File: src/rtl/burst_seq_pkg.sv
package burst_seq_pkg;

  typedef enum logic [1:0] {
    KIND_CONT  = 2'd0,
    KIND_WRAP  = 2'd1,
    KIND_FIXED = 2'd2
  } kind_e;

  typedef enum logic [1:0] {
    ST_IDLE  = 2'd0,
    ST_RUN   = 2'd1,
    ST_STALL = 2'd2,
    ST_DONE  = 2'd3
  } state_e;

  // Burst mode decode: 1..3 wrap, 5..7 fixed, 0 and 4 continuous.
  function automatic kind_e mode_kind(input logic [2:0] m);
    case (m)
      3'd1, 3'd2, 3'd3: mode_kind = KIND_WRAP;
      3'd5, 3'd6, 3'd7: mode_kind = KIND_FIXED;
      default:          mode_kind = KIND_CONT;
    endcase
  endfunction

  // log2 of the burst length / group size carried by the low mode bits.
  function automatic logic [2:0] mode_len_log2(input logic [2:0] m);
    case (m[1:0])
      2'd1:    mode_len_log2 = 3'd3;
      2'd2:    mode_len_log2 = 3'd4;
      2'd3:    mode_len_log2 = 3'd5;
      default: mode_len_log2 = 3'd0;
    endcase
  endfunction

endpackage

File: src/rtl/burst_addr_step.sv
module burst_addr_step
  import burst_seq_pkg::*;
#(
  parameter int ADDR_W   = 24,
  parameter int BND_LOG2 = 6
) (
  input  logic [ADDR_W-1:0] cur_addr,
  input  kind_e             kind,
  input  logic [2:0]        len_log2,
  output logic [ADDR_W-1:0] next_addr,
  output logic              crosses
);

  function automatic logic [ADDR_W-1:0] group_mask(input logic [2:0] lg2);
    logic [ADDR_W-1:0] one;
    one = {{(ADDR_W-1){1'b0}}, 1'b1};
    group_mask = (one << lg2) - one;
  endfunction

  logic [ADDR_W-1:0] inc;
  logic [ADDR_W-1:0] mask;

  always_comb begin
    inc  = cur_addr + {{(ADDR_W-1){1'b0}}, 1'b1};
    mask = group_mask(len_log2);
    if (kind == KIND_WRAP) begin
      next_addr = (cur_addr & ~mask) | (inc & mask);
      crosses   = 1'b0;
    end else begin
      next_addr = inc;
      crosses   = (inc[BND_LOG2-1:0] == '0);
    end
  end

endmodule

File: src/rtl/burst_beat_count.sv
module burst_beat_count
  import burst_seq_pkg::*;
#(
  parameter int MAX_LOG2 = 5
) (
  input  logic       clk,
  input  logic       rst_n,
  input  logic       load,
  input  logic [2:0] len_log2,
  input  kind_e      kind,
  input  logic       beat,
  output logic       last
);

  localparam int CW = MAX_LOG2 + 1;

  logic [CW-1:0] remain_q;

  always_ff @(posedge clk or negedge rst_n) begin
    if (!rst_n) begin
      remain_q <= '0;
    end else if (load) begin
      remain_q <= {{(CW-1){1'b0}}, 1'b1} << len_log2;
    end else if (beat && remain_q != '0) begin
      remain_q <= remain_q - {{(CW-1){1'b0}}, 1'b1};
    end
  end

  assign last = (kind == KIND_FIXED) && (remain_q == {{(CW-1){1'b0}}, 1'b1});

endmodule

File: src/rtl/burst_seq_ctrl.sv
module burst_seq_ctrl
  import burst_seq_pkg::*;
#(
  parameter int STALL_CYC = 2
) (
  input  logic clk,
  input  logic rst_n,
  input  logic start,
  input  logic beat,
  input  logic crossing,
  input  logic last,
  output logic running,
  output logic finished
);

  localparam int LW = (STALL_CYC < 2) ? 1 : $clog2(STALL_CYC + 1);
  localparam logic [LW-1:0] STALL_LOAD = LW'(STALL_CYC);
  localparam logic [LW-1:0] ONE        = LW'(1);

  state_e        state_q;
  logic [LW-1:0] wait_q;

  always_ff @(posedge clk or negedge rst_n) begin
    if (!rst_n) begin
      state_q <= ST_IDLE;
      wait_q  <= '0;
    end else if (start) begin
      state_q <= ST_RUN;
      wait_q  <= '0;
    end else begin
      case (state_q)
        ST_RUN: begin
          if (beat && last) begin
            state_q <= ST_DONE;
          end else if (beat && crossing) begin
            state_q <= ST_STALL;
            wait_q  <= STALL_LOAD;
          end
        end
        ST_STALL: begin
          if (wait_q <= ONE) begin
            state_q <= ST_RUN;
            wait_q  <= '0;
          end else begin
            wait_q <= wait_q - ONE;
          end
        end
        default: ;
      endcase
    end
  end

  assign running  = (state_q == ST_RUN);
  assign finished = (state_q == ST_DONE);

endmodule

File: src/rtl/burst_addr_seq.sv
module burst_addr_seq
  import burst_seq_pkg::*;
#(
  parameter int ADDR_W    = 24,
  parameter int BND_LOG2  = 6,
  parameter int STALL_CYC = 2
) (
  input  logic              clk,
  input  logic              rst_n,
  input  logic              start_i,
  input  logic [ADDR_W-1:0] start_addr_i,
  input  logic [2:0]        mode_i,
  input  logic              array_rdy_i,
  output logic [ADDR_W-1:0] addr_o,
  output logic              rdy_o,
  output logic              done_o
);

  logic [ADDR_W-1:0] addr_q;
  kind_e             kind_q;
  logic [2:0]        lg2_q;

  logic [ADDR_W-1:0] next_addr;
  logic              crossing;
  logic              last_beat;
  logic              running;
  logic              finished;
  logic              beat;

  assign rdy_o  = running && array_rdy_i;
  assign beat   = rdy_o && !start_i;
  assign addr_o = addr_q;
  assign done_o = finished;

  always_ff @(posedge clk or negedge rst_n) begin
    if (!rst_n) begin
      addr_q <= '0;
      kind_q <= KIND_CONT;
      lg2_q  <= '0;
    end else if (start_i) begin
      addr_q <= start_addr_i;
      kind_q <= mode_kind(mode_i);
      lg2_q  <= mode_len_log2(mode_i);
    end else if (beat && !last_beat) begin
      addr_q <= next_addr;
    end
  end

  burst_addr_step #(.ADDR_W(ADDR_W), .BND_LOG2(BND_LOG2)) u_step (
    .cur_addr (addr_q),
    .kind     (kind_q),
    .len_log2 (lg2_q),
    .next_addr(next_addr),
    .crosses  (crossing)
  );

  burst_beat_count #(.MAX_LOG2(5)) u_count (
    .clk     (clk),
    .rst_n   (rst_n),
    .load    (start_i),
    .len_log2(mode_len_log2(mode_i)),
    .kind    (kind_q),
    .beat    (beat),
    .last    (last_beat)
  );

  burst_seq_ctrl #(.STALL_CYC(STALL_CYC)) u_ctrl (
    .clk     (clk),
    .rst_n   (rst_n),
    .start   (start_i),
    .beat    (beat),
    .crossing(crossing),
    .last    (last_beat),
    .running (running),
    .finished(finished)
  );

endmodule

File: config.mk
export PLATFORM = sky130hd
export DESIGN_NAME = burst_addr_seq
export DESIGN_NICKNAME = d
export VERILOG_FILES = /design/src/rtl/burst_seq_pkg.sv /design/src/rtl/burst_addr_step.sv /design/src/rtl/burst_beat_count.sv /design/src/rtl/burst_seq_ctrl.sv /design/src/rtl/burst_addr_seq.sv
export SDC_FILE = /design/constraint.sdc
export NUM_CORES = 1
export LEC_CHECK = 0
export BUFFER_PORTS_ARGS = -buffer_cell sky130_fd_sc_hd__clkbuf_2
export CORE_ASPECT_RATIO = 2
export CORE_UTILIZATION = 25
export DETAILED_ROUTE_END_ITERATION = 8
export GPL_TIMING_DRIVEN = 1
export PLACE_DENSITY = 0.43
export SYNTH_ARGS = -nofsm -noshare
export SYNTH_HDL_FRONTEND = slang
export SYNTH_SLANG_ARGS = --single-unit
File: constraint.sdc
create_clock -name clk -period 2 [get_ports clk]
set_input_delay 0.6 -clock clk [delete_from_list [all_inputs] [get_ports clk]]
set_output_delay 0.6 -clock clk [all_outputs]
set_load 0.01 [all_outputs]
==> summary.txt <==
Logic synthesis
  • Synthesized area per cell: 9.341 um^2
  • Post-synth EDFFs: 0
  • Ys async rst share: 1.000
  • Post-Syn Nets: 285
  • Synthesis-stage register bit count: 39
  • YS warnings: 0
  • Post-synth top flop: dfrtp_1
  • Area share of the largest cell type after synthesis: 0.4196
  • Synth unique cells: 48
  • Cells after synthesis: 249
  • Mapped cell area: 2326 um^2
  • Largest area contributor in the netlist: dfrtp_1
  • Seq/Total Area, Yosys: 0.4196
  • Synth area leaders: dfrtp_1, xnor2_1, nand2_1, o21ai_0, mux2_2

Route
  • WL per Instance: 15.66 um
  • Number of DRC markers in iteration 0: 95
  • DR vias: 2122
  • Drt pass-1 iters: 4
  • DR vias/cell: 4.812
  • Final wirelength: 6908 um
  • Routed Antenna Nets: 0
  • Residual DRC: 0

Critical path
  • Worst Path Required: 2.16 ns
  • Crit start category: register
  • Reg-to-Reg Start: u_count.remain_q[0]
  • Arr. time, crit path: 2.12 ns
  • Reg2reg setup slack: 0.04 ns
  • CP endpoint kind: register
  • CP Class: register to register
  • Crit-path max FO: 6
  • Reg2reg path depth: 7

Pwr
  • P per Cell Area: 827.3 nW/um^2
  • Leak: 1.398 nW
  • VDD IR-drop max: 0.3777 mV
  • Final Power: 2.590 mW

Floorplanning
  • Row count: 49
  • Die span in y: 138.4 um
  • IO Pins: 57
  • Core ar.: 9012 um^2
  • Die area: 9717 um^2
  • Die X: 70.21 um
  • Initial Util: 0.2581

Placed design
  • DP Area: 2929 um^2
  • Post-place setup slack: -0.08358 ns
  • GP Congestion: 0.7908
  • IO Port Bufs: 56
  • DP HPWL: 5427 um
  • Placed instance count: 432

Timing
  • Final Slew Violations: 0
  • Rel. slew slack: 0.6377
  • RSZ-0062 raised after global routing: yes
  • Final Setup Violations: 0
  • Fin crit period: 1.960 ns
  • Worst slew pin tran: 0.5434 ns
  • Setup Skew: 0.003628 ns
  • Final hold vios: 0
  • Worst setup margin: 0.03985 ns
  • Setup_tns: 0 ns
  • Period utilization: 0.9801
  • Fmax: 510.2 MHz
  • Final hold slack: 0.3753 ns

Worst hold path
  • Hold WC Path Type: primary input to async pin

Layout
  • Final instance area: 3131 um^2
  • Ant. Diodes: 0
  • Final Non-Filler Cells: 441
  • NumNets Final: 375
  • Ratio of cells with drive above 1 in the final layout: 0.3658
  • Final Util: 0.3474
  • Area Growth Syn to Fin: 34.59%

Clocking
  • CTS Buf Count: 5
  • CTS tree: built
  • Root Driver: clkbuf_16
  • H-tree levels: 2
  • TritonCTS Sinks: 39
  • Hold-fix buffers at CTS: 0
  • Reg clk slew, reported paths: 0.06 ns
  • Max clock buf depth: 2
  • Worst-Skew Late Latency: 0.29 ns

Global route
  • Grt total ovfl: 0
  • Initial antenna violation count: 0
  • Overall routing resource usage: 0.1512
  • Vias in the first global route: 2186
  • Pin count of the biggest net entering global routing: 40
  • First-pass GRT wire length: 11080 um

Job
  • Max Cap Violations: 0

Status
  • Outcome: finished, final reports clean
[worst max-delay path by stage]
stage	slack, ns	endpoint	depth (start not counted)	from
finish	0.04	register	7	u_count.remain_q[0]
global route	-0.03	register	8	u_count.remain_q[1]
CTS	-0.06	register	5	u_count.remain_q[2]
detailed placement	-0.08	register	6	array_rdy_i
global placement	-0.04	register	6	array_rdy_i
floorplan	0.01	register	6	array_rdy_i
[power breakdown]
group	total (mW)	internal [mW]	switching [mW]
combinational	0.708	0.344	0.364
sequential	0.970	0.883	0.0861
clock	0.912	0.583	0.330
[layout make-up]
cell class                 count  area (um^2)
multi-input combinational    189         1266
fill                         941         5882
tap                          102        127.6
inverter                      12        47.55
clock buffer                   6        128.9
clock inverter                 1        30.03
sequential                    39        975.9
timing repair buffer          92        554.3
[metal layers]
| layer | up-vias | wire length, um | global-route usage |
|---|---|---|---|
| li1 | 1055 | - | - |
| met1 | 1012 | 2385 | 0.1459 |
| met2 | 44 | 4052 | 0.2940 |
| met3 | 11 | 185 | 0.02332 |
| met4 | 0 | 284 | 0.08105 |
| met5 | - | 0 | 0 |
[critical path, stage by stage (launching register included)]
cell and delay (ns):
dfrtp_1 0.38, ha_2 0.18, nand3b_1 0.18, nor2_4 0.06, buf_6 0.13, or4_4 0.55, o311ai_4 0.23, o211ai_1 0.12
[cells in the mapped netlist, drive strengths merged, types with 5 or more instances]
cell,count
dfrtp,39
nand2,31
o21ai,23
xnor2,17
nor3,16
nor2,14
inv,12
nand3,10
mux2,8
xor2,8
a21oi,6
clkbuf,6
nor4,6
ha,5
[cell usage in the layout (no fill, tap or decap), drive strengths merged, types with 8 or more instances in the layout]
cell,netlist,final
buf,3,36
clkbuf,6,62
dfrtp,39,39
inv,12,12
mux2,8,8
nand2,31,31
nand3,10,10
nor2,14,14
nor3,16,16
o21ai,23,23
xnor2,17,17
xor2,8,8
[logic make-up after synthesis]
logic type / count (synthesis) / share of synthesized area
compound gates: 46 / 0.1243
xor+xnor: 25 / 0.09414
fa+ha+maj: 5 / 0.02690
buf+inv: 21 / 0.04518
flops: 39 / 0.4196
mux: 12 / 0.05595
simple gates: 101 / 0.2340
[repair_timing]
| item | in CTS | in global routing |
|---|---|---|
| buffers inserted | 0 | 2 |
| setup endpoints to repair | 3 | 5 |
| resized for setup | 0 | 7 |
| pin swaps | 2 | 2 |
No activity file was read; power rests on OpenSTA's default activity.
